### src/rtl/ies_pkg.sv
package ies_pkg;
  typedef enum logic [2:0] {
    ST_IDLE    = 3'd0,
    ST_ACK     = 3'd1,
    ST_PUSH_PC = 3'd2,
    ST_PUSH_ST = 3'd3,
    ST_LOAD    = 3'd4
  } ies_state_e;
endpackage

### src/rtl/ies_prio.sv
module ies_prio #(
  parameter int NUM_IRQ = 8
) (
  input  logic [NUM_IRQ-1:0] req,
  output logic [NUM_IRQ-1:0] grant,
  output logic               any
);
  // Lowest index has highest priority.
  always_comb begin
    logic seen;
    seen  = 1'b0;
    grant = '0;
    for (int i = 0; i < NUM_IRQ; i++) begin
      grant[i] = req[i] & ~seen;
      seen     = seen | req[i];
    end
    any = seen;
  end

  always_comb begin
    a_r2_grant_onehot0: assert ($onehot0(grant));
  end
endmodule

### src/rtl/ies_stack.sv
module ies_stack #(
  parameter int          ADDR_W     = 32,
  parameter int          WORD_BYTES = 4,
  parameter int unsigned STACK_TOP  = 32'h0001_0000
) (
  input  logic              clk,
  input  logic              rst_n,
  input  logic              push,
  input  logic [ADDR_W-1:0] push_data,
  input  logic              load_en,
  input  logic [ADDR_W-1:0] load_val,
  output logic              mem_we,
  output logic [ADDR_W-1:0] mem_addr,
  output logic [ADDR_W-1:0] mem_wdata
);
  localparam logic [ADDR_W-1:0] STEP    = ADDR_W'(WORD_BYTES);
  localparam logic [ADDR_W-1:0] SP_INIT = ADDR_W'(STACK_TOP);

  function automatic logic [ADDR_W-1:0] pre_dec(input logic [ADDR_W-1:0] p);
    return p - STEP;
  endfunction

  logic [ADDR_W-1:0] sp_q;
  logic [ADDR_W-1:0] slot_addr;

  assign slot_addr = pre_dec(sp_q);
  assign mem_we    = push;
  assign mem_addr  = slot_addr;
  assign mem_wdata = push_data;

  always_ff @(posedge clk) begin
    if (!rst_n)       sp_q <= SP_INIT;
    else if (push)    sp_q <= slot_addr;
    else if (load_en) sp_q <= load_val;
  end

  // each push moves the pointer down by exactly one word
  a_r4_sp_step: assert property (@(posedge clk) disable iff (!rst_n)
    push |=> (sp_q == $past(sp_q) - STEP));
  // pointer is not reloaded during a push
  a_r9_no_load_in_push: assert property (@(posedge clk) disable iff (!rst_n)
    !(push && load_en));
endmodule

### src/rtl/ies_vector.sv
module ies_vector #(
  parameter int ADDR_W = 32,
  parameter int IDX_W  = 6
) (
  input  logic              clk,
  input  logic              rst_n,
  input  logic              capture,
  input  logic              mode_vec,
  input  logic [ADDR_W-1:0] vec_base,
  input  logic [ADDR_W-1:0] common_addr,
  input  logic [IDX_W-1:0]  vec_idx,
  output logic [ADDR_W-1:0] target
);
  function automatic logic [ADDR_W-1:0] handler_addr(
    input logic              vmode,
    input logic [ADDR_W-1:0] base,
    input logic [ADDR_W-1:0] shared,
    input logic [IDX_W-1:0]  idx
  );
    logic [ADDR_W-1:0] off;
    off = ADDR_W'(idx) << 2;
    return vmode ? (base + off) : shared;
  endfunction

  logic [ADDR_W-1:0] target_q;

  always_ff @(posedge clk) begin
    if (!rst_n)       target_q <= '0;
    else if (capture) target_q <= handler_addr(mode_vec, vec_base, common_addr, vec_idx);
  end

  assign target = target_q;

  // target is word aligned in vectored mode when the base is
  a_r5_vec_aligned: assert property (@(posedge clk) disable iff (!rst_n)
    (capture && mode_vec && (vec_base[1:0] == 2'b00)) |=> (target[1:0] == 2'b00));
endmodule

### src/rtl/irq_entry_seq.sv
module irq_entry_seq
  import ies_pkg::*;
#(
  parameter int          NUM_IRQ     = 8,
  parameter int          ADDR_W      = 32,
  parameter int          IDX_W       = 6,
  parameter int          WORD_BYTES  = 4,
  parameter int unsigned STACK_TOP   = 32'h0001_0000,
  parameter bit          PUSH_STATUS = 1'b1
) (
  input  logic               clk,
  input  logic               rst_n,
  input  logic [NUM_IRQ-1:0] irq_req,
  input  logic               insn_done,
  input  logic [ADDR_W-1:0]  cur_pc,
  input  logic [ADDR_W-1:0]  cur_status,
  input  logic               vec_mode,
  input  logic [ADDR_W-1:0]  vec_base,
  input  logic [ADDR_W-1:0]  common_addr,
  input  logic [IDX_W-1:0]   vec_idx,
  output logic               ack,
  output logic [NUM_IRQ-1:0] ack_grant,
  input  logic               ie_set,
  output logic               irq_en,
  input  logic               sp_load,
  input  logic [ADDR_W-1:0]  sp_load_val,
  output logic               busy,
  output logic               mem_we,
  output logic [ADDR_W-1:0]  mem_addr,
  output logic [ADDR_W-1:0]  mem_wdata,
  output logic               pc_load,
  output logic [ADDR_W-1:0]  pc_target
);
  ies_state_e         state_q, state_d, after_pc;
  logic [NUM_IRQ-1:0] grant, win_q;
  logic               any_req, accept, push, idle;
  logic [ADDR_W-1:0]  pc_q, st_q, push_data;
  logic               mode_q, ie_q;

  // Named internal events
  assign idle   = (state_q == ST_IDLE);
  assign accept = idle && ie_q && any_req && insn_done;
  assign push   = (state_q == ST_PUSH_PC) || (state_q == ST_PUSH_ST);

  generate
    if (PUSH_STATUS) begin : g_status
      assign after_pc = ST_PUSH_ST;
    end else begin : g_no_status
      assign after_pc = ST_LOAD;
    end
  endgenerate

  ies_prio #(.NUM_IRQ(NUM_IRQ)) u_prio (
    .req   (irq_req),
    .grant (grant),
    .any   (any_req)
  );

  always_comb begin
    state_d = state_q;
    unique case (state_q)
      ST_IDLE:    if (accept) state_d = ST_ACK;
      ST_ACK:     state_d = ST_PUSH_PC;
      ST_PUSH_PC: state_d = after_pc;
      ST_PUSH_ST: state_d = ST_LOAD;
      ST_LOAD:    state_d = ST_IDLE;
      default:    state_d = ST_IDLE;
    endcase
  end

  always_ff @(posedge clk) begin
    if (!rst_n) begin
      state_q <= ST_IDLE;
      win_q   <= '0;
      pc_q    <= '0;
      st_q    <= '0;
      mode_q  <= 1'b0;
      ie_q    <= 1'b0;
    end else begin
      state_q <= state_d;
      if (accept) begin
        win_q  <= grant;
        pc_q   <= cur_pc;
        st_q   <= cur_status;
        mode_q <= vec_mode;
        ie_q   <= 1'b0;
      end else if (idle && ie_set) begin
        ie_q <= 1'b1;
      end
    end
  end

  assign push_data = (state_q == ST_PUSH_ST) ? st_q : pc_q;

  ies_stack #(
    .ADDR_W     (ADDR_W),
    .WORD_BYTES (WORD_BYTES),
    .STACK_TOP  (STACK_TOP)
  ) u_stack (
    .clk       (clk),
    .rst_n     (rst_n),
    .push      (push),
    .push_data (push_data),
    .load_en   (sp_load && idle),
    .load_val  (sp_load_val),
    .mem_we    (mem_we),
    .mem_addr  (mem_addr),
    .mem_wdata (mem_wdata)
  );

  ies_vector #(
    .ADDR_W (ADDR_W),
    .IDX_W  (IDX_W)
  ) u_vector (
    .clk         (clk),
    .rst_n       (rst_n),
    .capture     (state_q == ST_ACK),
    .mode_vec    (mode_q),
    .vec_base    (vec_base),
    .common_addr (common_addr),
    .vec_idx     (vec_idx),
    .target      (pc_target)
  );

  assign ack       = (state_q == ST_ACK);
  assign ack_grant = ack ? win_q : '0;
  assign pc_load   = (state_q == ST_LOAD);
  assign busy      = !idle;
  assign irq_en    = ie_q;

  // acknowledge follows a boundary strobe with enable set
  a_r1_accept_at_boundary: assert property (@(posedge clk) disable iff (!rst_n)
    ack |-> $past(insn_done && ie_q));
  // acknowledge is a single-cycle pulse naming one line
  a_r2_ack_pulse: assert property (@(posedge clk) disable iff (!rst_n)
    ack |=> !ack);
  a_r2_grant_single: assert property (@(posedge clk) disable iff (!rst_n)
    ack |-> ($countones(ack_grant) == 1));
  // the handler load is always preceded by a stack write
  a_r6_save_before_load: assert property (@(posedge clk) disable iff (!rst_n)
    pc_load |-> $past(mem_we));
  // enable is low for the whole sequence
  a_r8_en_low_busy: assert property (@(posedge clk) disable iff (!rst_n)
    busy |-> !irq_en);
  // the save starts right after the acknowledge
  a_r3_push_after_ack: assert property (@(posedge clk) disable iff (!rst_n)
    ack |=> mem_we);
endmodule

### config.mk
export PLATFORM = sky130hd
export DESIGN_NAME = irq_entry_seq
export DESIGN_NICKNAME = d
export VERILOG_FILES = /design/src/rtl/ies_pkg.sv /design/src/rtl/ies_prio.sv /design/src/rtl/ies_stack.sv /design/src/rtl/ies_vector.sv /design/src/rtl/irq_entry_seq.sv
export SDC_FILE = /design/constraint.sdc
export NUM_CORES = 1
export LEC_CHECK = 0
export CORE_ASPECT_RATIO = 2
export CORE_MARGIN = 2
export CORE_UTILIZATION = 45
export DETAILED_ROUTE_END_ITERATION = 10
export DONT_BUFFER_PORTS = 1
export PLACE_DENSITY = 0.56
export SYNTH_ARGS = -nofsm -noshare
export SYNTH_HDL_FRONTEND = slang
export SYNTH_SLANG_ARGS = --single-unit
### constraint.sdc
create_clock -name clk -period 3.3 [get_ports clk]
set_input_delay 0.825 -clock clk [delete_from_list [all_inputs] [get_ports clk]]
set_output_delay 0.825 -clock clk [all_outputs]
set_load 0.02 [all_outputs]
==> key figures, run 1 <==
Clocking
  – H-tree depth: 4
  – Clock sink total: 141
  – Total CTS buffers: 17
  – Worst-Skew Late Latency: 0.42 ns
  – Clk buf depth: 2
  – Worst-path clk slew: 0.06 ns
  – TritonCTS clock tree: done
  – Clock Tree Root: clkbuf_16
  – Hold Buf Count CTS: 0

Floorplan
  – Die width: 95.9 microns
  – Die height: 188 microns
  – Die Area: 18,000 sq um
  – Core area: 16,700 sq um
  – # IOs: 289
  – Initial core utilization: 45.5%
  – Std-Cell Rows: 67

Worst setup path
  – Worst setup EP type: output port
  – CP max stage delay: 0.57 ns
  – Startpoint types: flip-flop
  – Worst path slowest cell: or4_4
  – Arr. time, crit path: 2.44 ns
  – Critical path class: flip-flop to output port
  – Crit path required time: 2.47 ns
  – Most common cell on crit path: buf_4
  – CP Max Fanout: 6
  – CP cell instances: or4_4 -> nor4_4 -> buf_4 -> nand4_1 -> xnor2_2 -> buf_4

Cells and area
  – Ant. Diodes: 0
  – Filler Cells Inserted: 1,646
  – FF+latch area: 2840 sq um
  – Fin util: 52.3%
  – Multi-input gate area: 4560 sq um
  – Area growth, synth to finish: 14.7%
  – Final nets: 1,126
  – Layout cells sized above 1: 16.3%

Place
  – Port-buffer cells: 0
  – Final Wtd Congestion: 0.866
  – Dpl ws: 0.306 ns
  – HPWL Detailed: 16.2 mm

Yosys
  – Main synth FF type: dfxtp_1
  – Post-synth ARST share: 0%
  – Count of different cell masters after synthesis: 67
  – Post-Syn Area: 7600 sq um
  – Seq cells post-synth: 141
  – Register area share after synthesis: 37.1%
  – Number of synthesized flops with an enable pin: 0
  – Cells after synthesis: 960
  – Syn Area/Cell: 7.92 sq um
  – Mapped Nets: 1,148
  – Yosys warning count: 0

STA
  – Final Hold Viols: 0
  – Hold_ws: 0.454 ns
  – Final setup fails: 0
  – Fin crit share: 98.8%
  – Rel. slew slack: 48.4%
  – RSZ-0062 raised after global routing: true
  – Maximum clock rate: 307 MHz
  – Worst slew pin tran: 0.772 ns
  – Clock Skew: 0.00779 ns
  – Final setup margin: 0.0388 ns
  – Pins Over Slew Limit: 0
  – Post-route minimum period: 3.26 ns

Power
  – Switching fraction of total power: 31.3%
  – Logic pwr share: 21.1%
  – Final Power: 5.33 mW
  – LEAKAGE: 3.14 nW
  – Pwr per Cell Area: 612 nW/um^2
  – Pint: 3.66 mW
  – Psw: 1.67 mW
  – Max VDD drop: 353 uV
  – Clock share of power: 41.2%
  – Sequential power share: 37.7%

Global routing
  – Grt total ovfl: 0
  – Initial antenna violation count: 0
  – Tot GR Track Use: 24.8%
  – Global-route wire length before repair: 34.9 mm
  – Vias in the first global route: 6,907
  – Largest net degree at the start of global routing: 161

Route
  – Vias/cell: 6.09
  – Drt pass-1 iters: 4
  – Metal2 WL: 12.1 mm
  – Top sig layer: met4
  – Post-Route WL: 22.7 mm
  – Routed vias: 7,056
  – # DRC: 0
  – Post-route ant nets: 0
  – WL/cell: 19.6 microns
  – Starting DRT DRC Count: 293
  – WL met1: 7.99 mm
  – Met3 Routed Length: 1.85 mm

Status
  – Status: completed

Hold path
  – Worst hold path type: flip-flop to flip-flop

Run
  – Max Cap Viol: 0
==> per-layer routing <==
layer / global-route usage (%) / vias up
met2: 44.5 / 261
met4: 11.4 / 0
met5: 0 / -
met3: 8.28 / 48
li1: - / 3434
met1: 24.8 / 3313
==> power by group through the flow <==
stage	clock, mW	combinational [mW]	sequential, mW
2_1_floorplan	0	0.858	1.98
3_3_place_gp	0	1.03	2.03
3_5_place_dp	0	1.04	2.03
4_1_cts	2.25	1.08	2.00
5_1_grt	2.32	1.23	2.03
6_report	2.20	1.12	2.01
==> kinds of logic after synthesis <==
family | Yosys count | synth area share (%)
xor+xnor | 44 | 5.07
simple gates | 386 | 25.8
compound gates | 241 | 19.4
buf+inv | 99 | 5.25
flops | 141 | 37.1
mux | 41 | 5.94
fa+ha+maj | 8 | 1.42
==> worst max-delay path: cells and delay by family (launching register included) <==
kind	cells	cell delay (ns)
xor+xnor	1	0.25
buf+inv	2	0.35
flops	1	0.39
simple gates	3	1.03
==> stage by stage <==
stage | cells | instance area, sq um | TNS, ns
floorplan | 960 | 7600 | 0
global placement | 1121 | 7810 | 0
detailed placement | 1121 | 7810 | 0
CTS | 1155 | 8550 | -0.0691
global route | 1158 | 8720 | -0.150
finish | 1158 | 8720 | 0
==> synth_stat cells (all sizes together) (3+ instances only) <==
cell	count	area, sq um
dfxtp	141	2820
nand2	117	442
o21ai	99	495
nand3	82	410
clkbuf	61	230
nor2	56	210
a21oi	42	210
mux2	33	372
xor2	23	201
buf	22	109
nor3	22	115
xnor2	21	184
nor3b	20	150
a31oi	18	113
inv	14	52.6
or3	14	87.6
nor4	13	96.3
o22ai	13	81.3
nand4	12	75.1
o211ai	11	82.6
or4	11	90.1
and2	8	50.1
mux2i	8	80.1
a211oi	7	52.6
a22oi	7	52.6
ha	7	87.6
and3	6	37.5
a21o	5	37.5
a222oi	5	50.1
nand2b	5	31.3
o31a	5	43.8
or2	5	31.3
a221oi	4	35.0
and4	4	35.0
o2111ai	4	35.0
o21a	3	22.5
or4b	3	30.0
==> final timing paths <==
kind	startpoint	endpoint	slack (ns)	cells past startpoint
min reg2reg	st_q[2]$_SDFFE_PN0P_	st_q[2]$_SDFFE_PN0P_	0.45	2
max	u_stack.sp_q[11]$_SDFFE_PN0P_	mem_addr[30]	0.04	6
min	st_q[2]$_SDFFE_PN0P_	st_q[2]$_SDFFE_PN0P_	0.45	2
max reg2reg	state_q[0]$_SDFFE_PN0P_	u_stack.sp_q[9]$_SDFFE_PN0P_	1.03	5
==> sequential cells by signal, indices dropped and copies added, names as in the netlist <==
| name | count |
|---|---|
| u_stack.sp_q | 32 |
| state_q | 3 |
| win_q | 8 |
| u_vector.target | 32 |
| st_q | 32 |
| mode_q | 1 |
| irq_en | 1 |
| pc_q | 32 |
==> what timing repair did <==
item                       CTS  global route
gates resized for setup     13            30
pin swaps                    2            10
setup endpoints to repair   12            17
setup buffers                2             3
==> placed cells by master, fill, tap and decap left out, types with 11 or more instances in the layout <==
cell type / count
nand4_1: 12
o22ai_1: 13
a31oi_1: 18
xnor2_1: 17
mux2_2: 33
clkbuf_16: 17
nor3b_1: 18
or3_1: 13
o21ai_0: 96
xor2_1: 21
buf_4: 39
inv_1: 12
nor3_1: 21
nand3_1: 80
nand2_1: 114
a21oi_1: 42
nor2_1: 54
dfxtp_1: 135
o211ai_1: 11
==> layout make-up <==
type                    instances  share of cell area, %
multi-input cells             720                   52.3
well taps                     207                   2.97
clock inverters                14                   2.77
repair buffers                 42                   3.75
inverters                      16                  0.689
clock buffers                  18                   4.92
flip-flops and latches        141                   32.6
(Power assumes the default switching activity.)
==> run 2, diff against run 1 <==
Settings changed: MAX_ROUTING_LAYER set to met4.
==> key figures, run 2 (synthesized netlist as in run 1, its figures left out) <==
Floorplan
  – Die Area: 18,000 sq um (unchanged)
  – Die height: 188 microns (unchanged)
  – # IOs: 289 (unchanged)
  – Std-Cell Rows: 67 (unchanged)
  – Initial core utilization: 45.5% (unchanged)
  – Die width: 95.9 microns (unchanged)
  – Core area: 16,700 sq um (unchanged)

Cells and area
  – Area growth, synth to finish: 14.5%
  – Filler Cells Inserted: 1,648 (+0.12%)
  – Layout cells sized above 1: 16.1% (-0.21 points)
  – Final Instance Area: 8700 sq um (-0.17%)
  – Final nets: 1,126 (unchanged)
  – Most common cell after layout, fill and taps aside: dfxtp_1
  – Finished Layout Cells: 1,158 (unchanged)
  – Ant. Diodes: 0 (unchanged)
  – Most frequent cells in the layout: 135 x dfxtp_1, 115 x nand2_1, 96 x o21ai_0

Worst setup path
  – CP cell instances: or4_4 -> nor4_4 -> buf_4 -> nand4_1 -> xnor2_2 -> buf_4
  – Worst setup EP type: output port
  – Worst path slowest cell: or4_4
  – Crit path required time: 2.47 ns (about the same)
  – CP max stage delay: 0.59 ns (+0.02 ns)
  – Critical path class: flip-flop to output port
  – CP Max Fanout: 6 (unchanged)
  – Arr. time, crit path: 2.44 ns (about the same)
  – Most common cell on crit path: buf_4
  – Startpoint types: flip-flop

Power
  – LEAKAGE: 3.13 nW (-0.39%)
  – Sequential power share: 37.7% (about the same)
  – Pint: 3.66 mW (about the same)
  – Clock share of power: 41.2% (about the same)
  – Psw: 1.66 mW (-0.26%)
  – Switching fraction of total power: 31.3% (-0.047 points)
  – Pwr per Cell Area: 612 nW/um^2 (about the same)
  – Max VDD drop: 353 uV (about the same)
  – Logic pwr share: 21.0% (about the same)

Place
  – Final Wtd Congestion: 0.880 (+1.6%)
  – HPWL Detailed: 16.2 mm (unchanged)
  – Placed cell areas: 7810 sq um (unchanged)
  – Placed insts: 1,121 (unchanged)
  – Port-buffer cells: 0 (unchanged)
  – Dpl ws: 0.306 ns (unchanged)

Route
  – Routed vias: 7,079 (+0.33%)
  – # DRC: 0 (unchanged)
  – Post-Route WL: 22.7 mm (about the same)
  – Vias/cell: 6.11 (+0.33%)
  – Post-route ant nets: 0 (unchanged)
  – Starting DRT DRC Count: 284 (-3.1%)
  – Drt pass-1 iters: 5 (+1)
  – WL/cell: 19.6 microns (about the same)

STA
  – Rel. slew slack: 48.5% (+0.12 points)
  – Fin crit share: 99.0% (+0.14 points)
  – Pins Over Slew Limit: 0 (unchanged)
  – Maximum clock rate: 306 MHz (-0.14%)
  – Final setup margin: 0.0341 ns (-0.00472 ns)
  – Clock Skew: 0.00635 ns (-0.00144 ns)
  – Final Hold Viols: 0 (unchanged)
  – Worst slew pin tran: 0.770 ns (-0.00175 ns)
  – RSZ-0062 raised after global routing: true
  – Final setup fails: 0 (unchanged)
  – Post-route minimum period: 3.27 ns (+0.00472 ns)

Clocking
  – TritonCTS clock tree: done
  – Worst-Skew Late Latency: 0.42 ns (about the same)
  – Worst-path clk slew: 0.06 ns (about the same)
  – Total CTS buffers: 17 (unchanged)
  – Clock Tree Root: clkbuf_16
  – H-tree depth: 4 (unchanged)
  – Clk buf depth: 2 (unchanged)
  – Clock sink total: 141 (unchanged)

Global routing
  – Initial antenna violation count: 0 (unchanged)
  – Vias in the first global route: 6,892 (-0.22%)
  – Global-route wire length before repair: 34.9 mm (-0.16%)
  – Largest net degree at the start of global routing: 161 (unchanged)
  – Grt total ovfl: 0 (unchanged)
  – Tot GR Track Use: 25.4% (+0.67 points)

Hold path
  – Worst hold path type: flip-flop to flip-flop

Run
  – Max Cap Viol: 0 (unchanged)

Status
  – Status: completed
run 2: cell counts in the layout (fill, tap and decap cells not counted):
Identical to the previous run, type by type.
run 2: worst max-delay path, delay by kind of cell, from the launching register on:
| kind | cells | cell delay (ns) |
|---|---|---|
| XOR/XNOR | 1 | 0.25 |
| AND/OR/NAND/NOR | 3 | 1.05 |
| buffers and inverters | 2 | 0.35 |
| flip-flops | 1 | 0.37 |
run 2: path summary, 6_finish.rpt:
| kind | from | to | slack (ns) | cells past startpoint |
|---|---|---|---|---|
| worst max-delay path | u_stack.sp_q[10]$_SDFFE_PN0P_ | mem_addr[30] | 0.03 | 6 |
| worst min-delay path | pc_q[14]$_SDFFE_PN0P_ | pc_q[14]$_SDFFE_PN0P_ | 0.45 | 2 |
| worst max register to register | state_q[0]$_SDFFE_PN0P_ | u_stack.sp_q[9]$_SDFFE_PN0P_ | 1.05 | 5 |
| worst min register to register | pc_q[14]$_SDFFE_PN0P_ | pc_q[14]$_SDFFE_PN0P_ | 0.45 | 2 |
run 2: per-layer routing:
layer  up-vias  share of wire, %  global-route usage, %  wire length [microns]
met5         -                 0                      -                      0
met4         0               3.4                   11.9                    778
met3        53               7.2                   6.39                   1630
met2       269                53                   44.5                  12100
met1      3330                36                   25.8                   8140
li1       3427                 -                      -                      -
run 2: metrics by stage:
| stage | TNS (ns) | util (%) | hold slack, ns | power (mW) |
|---|---|---|---|---|
| after floorplan | 0 | - | 0.425 | 2.83 |
| after global placement | 0 | 46.8 | 0.433 | 3.05 |
| after detailed placement | 0 | 46.8 | 0.442 | 3.08 |
| after CTS | -0.0691 | 51.3 | 0.451 | 5.32 |
| after global routing | -0.187 | 52.2 | 0.474 | 5.57 |
| final | 0 | 52.2 | 0.454 | 5.33 |
run 2: power by group through the flow:
stage	registers [mW]	logic (mW)	clock network (mW)
6_report	2.01	1.12	2.20
5_1_grt	2.03	1.22	2.32
4_1_cts	2.00	1.08	2.25
3_5_place_dp	2.03	1.04	0
3_3_place_gp	2.03	1.03	0
2_1_floorplan	1.98	0.858	0
run 2: timing repair:
action                     in CTS  in global routing
buffers inserted                2                  3
setup endpoints to repair      12                 17
pin swaps                       2                  9
gates resized for setup        13                 26
hold endpoints to repair        0                  0
hold buffers                    0                  0
run 2: final cells by class:
class                      count  area (sq um)  share of cell area (%)
tap                          207           259                    2.98
multi-input combinational    720          4550                    52.3
inverter                      16          60.1                   0.690
sequential                   141          2840                    32.6
timing repair buffer          42           327                    3.75
clock buffer                  18           429                    4.93
clock inverter                14           241                    2.77
==> run 3, diff against run 2 <==
Settings changed: CELL_PAD_IN_SITES_DETAIL_PLACEMENT set to 0, CELL_PAD_IN_SITES_GLOBAL_PLACEMENT set to 1, MAX_ROUTING_LAYER met4 to unset, PLACE_DENSITY 0.56 to 0.75.
==> key figures, run 3 (synthesized netlist as in run 1, its figures left out) <==
Status
  – Status: completed

Cells and area
  – Final nets: 1,129 (+0.27%)
  – Most common cell after layout, fill and taps aside: dfxtp_1
  – Most frequent cells in the layout: 133 x dfxtp_1, 116 x nand2_1, 96 x o21ai_0
  – Filler Cells Inserted: 1,617 (-1.9%)
  – Finished Layout Cells: 1,160 (+0.17%)
  – Layout cells sized above 1: 16.2% (+0.088 points)
  – Multi-input gate area: 4500 sq um (-1.0%)
  – FF+latch area: 2840 sq um (unchanged)
  – Area growth, synth to finish: 13.6%

Clocking
  – Worst-Skew Late Latency: 0.42 ns (about the same)
  – TritonCTS clock tree: done
  – Clock sink total: 141 (unchanged)
  – H-tree depth: 4 (unchanged)
  – Clock Tree Root: clkbuf_16
  – Worst-path clk slew: 0.06 ns (about the same)
  – Hold Buf Count CTS: 0 (unchanged)
  – Clk buf depth: 2 (unchanged)
  – Total CTS buffers: 17 (unchanged)

STA
  – Post-route minimum period: 3.23 ns (-0.0344 ns)
  – Clock Skew: 0.00817 ns (+0.00182 ns)
  – RSZ-0062 raised after global routing: true
  – Final setup fails: 0 (unchanged)
  – Final Hold Viols: 0 (unchanged)
  – Fin crit share: 97.9% (-1.0 points)
  – Final setup margin: 0.0685 ns (+0.0344 ns)
  – Pins Over Slew Limit: 0 (unchanged)
  – Maximum clock rate: 309 MHz (+1.1%)
  – Rel. slew slack: 49.7% (+1.2 points)
  – Worst slew pin tran: 0.752 ns (-0.0179 ns)

Route
  – Post-route ant nets: 0 (unchanged)
  – Post-Route WL: 22.6 mm (-0.24%)
  – Vias/cell: 6.03 (-1.3%)
  – Routed vias: 7,000 (-1.1%)
  – # DRC: 0 (unchanged)
  – Starting DRT DRC Count: 323 (+14%)
  – WL/cell: 19.5 microns (-0.41%)
  – Drt pass-1 iters: 5 (unchanged)

Power
  – Pwr per Cell Area: 600 nW/um^2 (-2.0%)
  – Final Power: 5.18 mW (-2.7%)
  – Clock share of power: 39.4% (-1.8 points)
  – Logic pwr share: 21.9% (+0.9 points)
  – LEAKAGE: 3.09 nW (-1.0%)
  – Psw: 1.63 mW (-1.9%)
  – Pint: 3.55 mW (-3.1%)
  – Max VDD drop: 404 uV (+14%)
  – Sequential power share: 38.8% (+1.1 points)
  – Switching fraction of total power: 31.5% (+0.27 points)

Hold path
  – Worst hold path type: flip-flop to flip-flop

Global routing
  – Vias in the first global route: 6,946 (+0.78%)
  – Tot GR Track Use: 24.7% (-0.71 points)
  – Global-route wire length before repair: 35.0 mm (+0.30%)
  – Grt total ovfl: 0 (unchanged)
  – Initial antenna violation count: 1 (+1)
  – Largest net degree at the start of global routing: 161 (unchanged)

Worst setup path
  – Buf/Inv on CP: 1 (-1)
  – Critical path class: flip-flop to output port
  – CP cell instances: or4_4 -> or2_2 -> nor4_4 -> xor2_1 -> buf_4
  – CP Max Fanout: 6 (unchanged)
  – Worst path slowest cell: or4_4
  – Worst setup EP type: output port
  – Crit path required time: 2.47 ns (about the same)
  – CP delay by family, top: simple AND/OR/NAND/NOR gates
  – Arr. time, crit path: 2.41 ns (-0.03 ns)
  – Startpoint types: flip-flop
  – CP max stage delay: 0.58 ns (about the same)

Place
  – Port-buffer cells: 0 (unchanged)
  – Final Wtd Congestion: 0.900 (+2.4%)
  – HPWL Detailed: 16.2 mm (-0.12%)
  – Placed insts: 1,120 (-0.089%)
  – Dpl ws: 0.160 ns (-0.147 ns)

Floorplan
  – Std-Cell Rows: 67 (unchanged)
  – # IOs: 289 (unchanged)
  – Initial core utilization: 45.5% (unchanged)
  – Die Area: 18,000 sq um (unchanged)
  – Die width: 95.9 microns (unchanged)
  – Die height: 188 microns (unchanged)
  – Core area: 16,700 sq um (unchanged)

Run
  – Max Cap Viol: 0 (unchanged)
==> run 3: area by class of cell <==
class | count | share of cell area, %
diodes | 1 | 0.0290
clock buffers | 19 | 5.25
clock inverters | 11 | 1.94
inverters | 16 | 0.696
multi-input cells | 720 | 52.2
flip-flops and latches | 141 | 32.8
well taps | 207 | 3.00
repair buffers | 45 | 4.10
==> run 3: per-stage QoR <==
step	TNS, ns	hold WS (ns)	instance area [sq um]	util (%)
final	0	0.451	8630	51.8
after global routing	-0.0378	0.472	8630	51.8
after CTS	-0.0175	0.453	8550	51.2
after detailed placement	0	0.443	7810	46.8
after global placement	0	0.435	7810	46.8
after floorplan	0	0.425	7600	-
==> run 3: repair_timing <==
item / 4_1_cts / 5_1_grt
buffers inserted: 6 / 3
endpoints found under the setup margin: 11 / 15
pin swaps: 5 / 9
endpoints found under the hold margin: 0 / 0
resized for setup: 14 / 19
==> run 3: final timing paths <==
kind / endpoint / slack [ns] / cells past startpoint / from
min: pc_q[15]$_SDFFE_PN0P_ / 0.45 / 2 / pc_q[15]$_SDFFE_PN0P_
max: mem_addr[28] / 0.07 / 5 / u_stack.sp_q[18]$_SDFFE_PN0P_
max reg2reg: u_vector.target[31]$_SDFFE_PN0P_ / 0.87 / 6 / state_q[0]$_SDFFE_PN0P_
min reg2reg: pc_q[15]$_SDFFE_PN0P_ / 0.45 / 2 / pc_q[15]$_SDFFE_PN0P_
==> run 3: per-layer routing <==
layer  track usage [%]  routed length [microns]  vias up
li1                  -                        -     3426
met5                 0                        0        -
met4              11.0                      760        0
met2              45.3                    12000      267
met1              25.2                     8170     3261
met3              6.55                     1710       46
==> run 3: power by group through the flow <==
stage	Clock [mW]	Combinational [mW]	Sequential [mW]
2_1_floorplan	0	0.858	1.98
3_3_place_gp	0	1.03	2.03
3_5_place_dp	0	1.05	2.03
4_1_cts	2.08	1.10	2.00
5_1_grt	2.15	1.24	2.03
6_report	2.04	1.13	2.01
==> run 3: worst register-to-register path: cells and delay by family (launching register included) <==
kind / cells / cell delay, ns
flops: 1 / 0.47
compound gates: 1 / 0.10
simple gates: 3 / 1.16
buf+inv: 2 / 0.62
